## config.mk

```make
export PLATFORM = sky130hd
export DESIGN_NAME = analog_gpio_port
export DESIGN_NICKNAME = d
export VERILOG_FILES = /design/src/rtl/analog_gpio_pkg.sv /design/src/rtl/analog_gpio_ctrl.sv /design/src/rtl/analog_gpio_datapath.sv /design/src/rtl/analog_gpio_port.sv
export SDC_FILE = /design/constraint.sdc
export NUM_CORES = 1
export LEC_CHECK = 0
export ABC_CLOCK_PERIOD_IN_PS = 1800
export BUFFER_PORTS_ARGS = -buffer_cell sky130_fd_sc_hd__buf_4
export CORE_ASPECT_RATIO = 0.7
export CORE_MARGIN = 3
export CORE_UTILIZATION = 47
export DETAILED_ROUTE_END_ITERATION = 7
export HOLD_SLACK_MARGIN = 0.05
export PLACE_DENSITY = 0.76
export SLEW_MARGIN = 25
export SYNTH_ARGS = -nofsm -noshare
export SYNTH_HDL_FRONTEND = slang
export SYNTH_SLANG_ARGS = --single-unit
```

## constraint.sdc

```tcl
create_clock -name clk -period 1.8 [get_ports clk]
set_clock_uncertainty 0.05 [all_clocks]
set_input_delay 0.36 -clock clk [delete_from_list [all_inputs] [get_ports clk]]
set_output_delay 0.36 -clock clk [all_outputs]
set_load 0.02 [all_outputs]
```

## src/rtl/analog_gpio_pkg.sv

```systemverilog
package analog_gpio_pkg;
  localparam int PORT_BYTES = 2;
  localparam int BYTE_BITS  = 8;
  localparam int PIN_COUNT  = PORT_BYTES * BYTE_BITS;
  localparam int BYTE_IDX_W = (PORT_BYTES > 1) ? $clog2(PORT_BYTES) : 1;
  localparam int ADDR_W     = 2 + BYTE_IDX_W;

  typedef enum logic [1:0] {
    SEL_DAT  = 2'd0,
    SEL_DIR  = 2'd1,
    SEL_IEN  = 2'd2,
    SEL_NONE = 2'd3
  } regSel_e;

  typedef struct packed {
    logic [PORT_BYTES-1:0] datWr;
    logic [PORT_BYTES-1:0] dirWr;
    logic [PORT_BYTES-1:0] ienWr;
    regSel_e               rdSel;
    logic [BYTE_IDX_W-1:0] rdByte;
  } ctrlStrobes_t;
endpackage

```

## src/rtl/analog_gpio_ctrl.sv

```systemverilog
module analog_gpio_ctrl
  import analog_gpio_pkg::*;
(
  input  logic [ADDR_W-1:0] busAddr,
  input  logic              busWrEn,
  output ctrlStrobes_t      strobes
);
  logic [1:0]            groupField;
  logic [BYTE_IDX_W-1:0] offsetField;
  logic                  offsetOk;
  regSel_e               sel;
  logic [BYTE_IDX_W-1:0] byteIdx;
  logic [PORT_BYTES-1:0] byteHot;

  assign groupField  = busAddr[ADDR_W-1 -: 2];
  assign offsetField = busAddr[BYTE_IDX_W-1:0];
  // offset 0 addresses the highest byte
  assign offsetOk    = (int'(offsetField) < PORT_BYTES);
  assign byteIdx     = BYTE_IDX_W'(PORT_BYTES - 1 - int'(offsetField));

  always_comb begin
    case (groupField)
      2'd0:    sel = SEL_DAT;
      2'd1:    sel = SEL_DIR;
      2'd2:    sel = SEL_IEN;
      default: sel = SEL_NONE;
    endcase
    if (!offsetOk) sel = SEL_NONE;
  end

  always_comb begin
    byteHot = '0;
    for (int b = 0; b < PORT_BYTES; b++) begin
      byteHot[b] = busWrEn && (int'(byteIdx) == b);
    end
  end

  assign strobes.datWr  = (sel == SEL_DAT) ? byteHot : '0;
  assign strobes.dirWr  = (sel == SEL_DIR) ? byteHot : '0;
  assign strobes.ienWr  = (sel == SEL_IEN) ? byteHot : '0;
  assign strobes.rdSel  = sel;
  assign strobes.rdByte = byteIdx;
endmodule

```

## src/rtl/analog_gpio_datapath.sv

```systemverilog
module analog_gpio_datapath
  import analog_gpio_pkg::*;
#(
  parameter int SYNC_STAGES = 2
) (
  input  logic                 clk,
  input  logic                 rstN,
  input  ctrlStrobes_t         strobes,
  input  logic [BYTE_BITS-1:0] wrData,
  input  logic [PIN_COUNT-1:0] padIn,
  output logic [BYTE_BITS-1:0] rdData,
  output logic [PIN_COUNT-1:0] padOutEn,
  output logic [PIN_COUNT-1:0] padOutVal
);
  logic [PIN_COUNT-1:0] datReg;
  logic [PIN_COUNT-1:0] dirReg;
  logic [PIN_COUNT-1:0] ienReg;
  logic [PIN_COUNT-1:0] syncStage [SYNC_STAGES];
  logic [PIN_COUNT-1:0] pinSeen;
  logic [PIN_COUNT-1:0] dataView;

  always_ff @(posedge clk or negedge rstN) begin
    if (!rstN) begin
      datReg <= '0;
      dirReg <= '0;
      ienReg <= '0;
    end else begin
      for (int b = 0; b < PORT_BYTES; b++) begin
        if (strobes.datWr[b]) datReg[b*BYTE_BITS +: BYTE_BITS] <= wrData;
        if (strobes.dirWr[b]) dirReg[b*BYTE_BITS +: BYTE_BITS] <= wrData;
        if (strobes.ienWr[b]) ienReg[b*BYTE_BITS +: BYTE_BITS] <= wrData;
      end
    end
  end

  always_ff @(posedge clk or negedge rstN) begin
    if (!rstN) begin
      for (int s = 0; s < SYNC_STAGES; s++) syncStage[s] <= '0;
    end else begin
      syncStage[0] <= padIn;
      for (int s = 1; s < SYNC_STAGES; s++) syncStage[s] <= syncStage[s-1];
    end
  end

  assign pinSeen = syncStage[SYNC_STAGES-1];

  genvar p;
  generate
    for (p = 0; p < PIN_COUNT; p++) begin : g_pinView
      always_comb begin
        if (dirReg[p])      dataView[p] = datReg[p];
        else if (ienReg[p]) dataView[p] = pinSeen[p];
        else                dataView[p] = 1'b1;
      end
    end
  endgenerate

  always_comb begin
    case (strobes.rdSel)
      SEL_DAT: rdData = dataView[int'(strobes.rdByte)*BYTE_BITS +: BYTE_BITS];
      SEL_DIR: rdData = dirReg[int'(strobes.rdByte)*BYTE_BITS +: BYTE_BITS];
      SEL_IEN: rdData = ienReg[int'(strobes.rdByte)*BYTE_BITS +: BYTE_BITS];
      default: rdData = '0;
    endcase
  end

  assign padOutEn  = dirReg;
  assign padOutVal = datReg;
endmodule

```

## src/rtl/analog_gpio_port.sv

```systemverilog
module analog_gpio_port
  import analog_gpio_pkg::*;
#(
  parameter int SYNC_STAGES = 2
) (
  input  logic                 clk,
  input  logic                 rstN,
  input  logic [ADDR_W-1:0]    busAddr,
  input  logic                 busWrEn,
  input  logic [BYTE_BITS-1:0] busWrData,
  output logic [BYTE_BITS-1:0] busRdData,
  input  logic [PIN_COUNT-1:0] padIn,
  output logic [PIN_COUNT-1:0] padOutEn,
  output logic [PIN_COUNT-1:0] padOutVal
);
  ctrlStrobes_t strobes;

  analog_gpio_ctrl u_ctrl (
    .busAddr (busAddr),
    .busWrEn (busWrEn),
    .strobes (strobes)
  );

  analog_gpio_datapath #(.SYNC_STAGES(SYNC_STAGES)) u_dp (
    .clk       (clk),
    .rstN      (rstN),
    .strobes   (strobes),
    .wrData    (busWrData),
    .padIn     (padIn),
    .rdData    (busRdData),
    .padOutEn  (padOutEn),
    .padOutVal (padOutVal)
  );
endmodule

```

==> results.md <==
- Setup TNS: -0.7046 ns
- Slew @ Worst Pin: 0.3110 ns
- WHS: 0.07222 ns
- Ports: 70
- Wire per inst: 18.92 µm
- Worst-Skew Late Latency: 0.35 ns
- First-pass GRT wire length: 13.29 mm
- Die width: 106.5 µm
- Antenna viol nets, final: 0
- Tcrit/Tclk final: 105.5%
- Failing checks: setup timing
- CP endpoint kind: output port
- Top cell type by total area after synthesis: dfrtp_1
- # placed instances: 410
- Post-DP HPWL: 5.159 mm
- Number of buffers created by CTS: 9
- Syn. warnings: 0
- Net Count, Synth: 276
- Min Tclk post-route: 1.899 ns
- Crit Path Max Fanout: 8
- DRC Markers: 0
- ANT cells: 0
- PD cells: 1024 nW/µm²
- Most frequent cells in the layout: 77 x buf_4, 74 x dfrtp_1, 40 x mux2_2, 16 x o21bai_1
- FMAX: 526.6 MHz
- Largest net degree at the start of global routing: 35
- Bufs on Longest Clock Path: 2
- Peak supply drop: 615.3 µV
- # port buffers: 69
- Unrepaired setup endpoints after global routing: true
- Leak: 2.152 nW
- Core Region: 6516 µm²
- # fillers: 408
- DIE AREA: 8126 µm²
- H-tree levels: 3
- Overall Power: 4.901 mW
- Final Non-Filler Cells: 446
- Synth top area cells: dfrtp_1 60%, mux2_2 14%, a22oi_1 3.6%
- Clk root buf: clkbuf_8
- WP data arrival: 1.49 ns
- CTS clk-pin slew, worst paths: 0.06 ns
- Rel. slew slack: 79.19%
- Max-Cap Viols: 0
- PnR worst setup slack: -0.09896 ns
- Die Span Y: 76.33 µm
- GP Congestion: 0.8044
- Vias: 2428
- Setup Crit Path Kind: input pin to output port
- Final instance area: 4788 µm²
- Synth top area share: 60.29%
- Syn Inst Count: 241
- Initial antenna violation count: 0
- CP startpoint kind: input pin
- Synth-to-layout area growth: 44.20%
- Fin util: 73.48%
- Outcome: finished, violations left
- Fin. max-slew vios: 0
- Drt first pass iters: 4
- Gr usage total: 21.71%
- Dpl cell area: 4101 µm²
- Share of cells above drive strength 1: 56.62%
- CP required: 1.39 ns
- Final setup vio count: 8
- Number of global-route vias before repair: 2423
- Pre-CTS setup slack: -0.2258 ns
- Clock tree sinks: 80
- Synth Cell Area: 3321 µm²
- Starting Density: 50.96%
- NumNets Final: 387
- Row cnt: 24
- Gr ovfl total: 0
- Register area share after synthesis: 60.29%
- Type of the worst min-delay path: input pin to register
- CTS tree: done
- Netlist cell types: 19
- Average cell area after synthesis: 13.78 µm²
- DR iter-0 viols: 89
- Drt total wl: 8.438 mm
- Average vias per placed instance: 5.444
- Synthesis-stage register bit count: 80
- Commonest non-fill, non-tap cell in the layout: buf_4
- Final hold violation count: 0
area by class of cell:
cell class / count / area, µm² / area share, %
Clock inverter: 1 / 5.005 / 0.1045
Timing Repair Buffer: 109 / 1023 / 21.37
Tap cell: 91 / 113.9 / 2.378
Clock buffer: 13 / 148.9 / 3.109
Sequential cell: 80 / 2009 / 41.97
Inverter: 2 / 17.52 / 0.3658
Multi-Input combinational cell: 150 / 1470 / 30.70
repair_timing:
| item | CTS | global route |
|---|---|---|
| hold buffers | 1 | 12 |
| setup endpoints to repair | 8 | 8 |
| setup buffers | 5 | 2 |
| hold endpoints to repair | 20 | 12 |
| cloned | 3 | 0 |
| pin swaps | 12 | 12 |
| resized for setup | 41 | 30 |
cells in the mapped netlist (all sizes together):
cell / n
buf: 5
nand2b: 1
nor2b: 17
inv: 2
nand3: 3
nor2: 1
mux2: 48
dfrtp: 80
ha: 5
o21bai: 16
a21oi: 8
nor3b: 16
nand2: 11
a32o: 8
clkbuf: 4
a22oi: 16
power by group:
| part | leakage, nW | internal [mW] | switching (mW) | total (mW) |
|---|---|---|---|---|
| clock network | 0.0794 | 0.523 | 0.575 | 1.10 |
| logic | 1.13 | 0.794 | 0.647 | 1.44 |
| registers | 0.942 | 2.08 | 0.283 | 2.36 |
final timing paths:
| kind | slack, ns | cells past startpoint | start | end |
|---|---|---|---|---|
| setup / recovery | -0.1 | 7 | busAddr[2] | busRdData[4] |
| max in group asynchronous | 0.74 | 3 | rstN | u_dp.padOutEn[14] |
| setup reg to reg | 0.85 | 1 | u_dp.padOutEn[12] | u_dp.padOutEn[12] |
| hold reg to reg | 0.29 | 0 | u_dp.syncStage[23] | u_dp.pinSeen[7] |
| hold / removal | 0.07 | 1 | padIn[8] | u_dp.syncStage[24] |
| min in group asynchronous | 0.41 | 2 | rstN | u_dp.ienReg[1] |
logic make-up (layout without fill, tap and decap cells):
family                     after synthesis  after routing  share of synthesized area (%)
adders and majority gates                5              5                          1.884
muxes                                   48             48                          16.28
and+or+nand+nor                         49             49                          9.269
DFF                                     80             80                          60.29
buffers and inverters                   11            125                          1.432
AOI/OAI and AO/OA                       48             48                          10.85
worst max-delay path: stages:
cell	delay, ns
buf_12	0.09
inv_6	0.04
ha_4	0.29
buf_12	0.16
o21bai_1	0.15
a32o_2	0.27
buf_6	0.13
sequential cells by signal (all words and copies together), names as in the netlist:
signal and cells:
u_dp.padOutVal 16, u_dp.syncStage 16, u_dp.padOutEn 16, u_dp.pinSeen 16
u_dp.ienReg 16
per-layer routing:
metal  part of all wire [%]  routed length, µm  vias to the layer above  track usage (%)
met5                      0                  0                        -                0
li1                       -                  -                     1102                -
met1                     47               4005                     1233            32.50
met4                   0.62                 52                        0            4.981
met3                    7.4                626                        6            6.181
met2                     44               3753                       87            31.42
(Power assumes the default switching activity.)
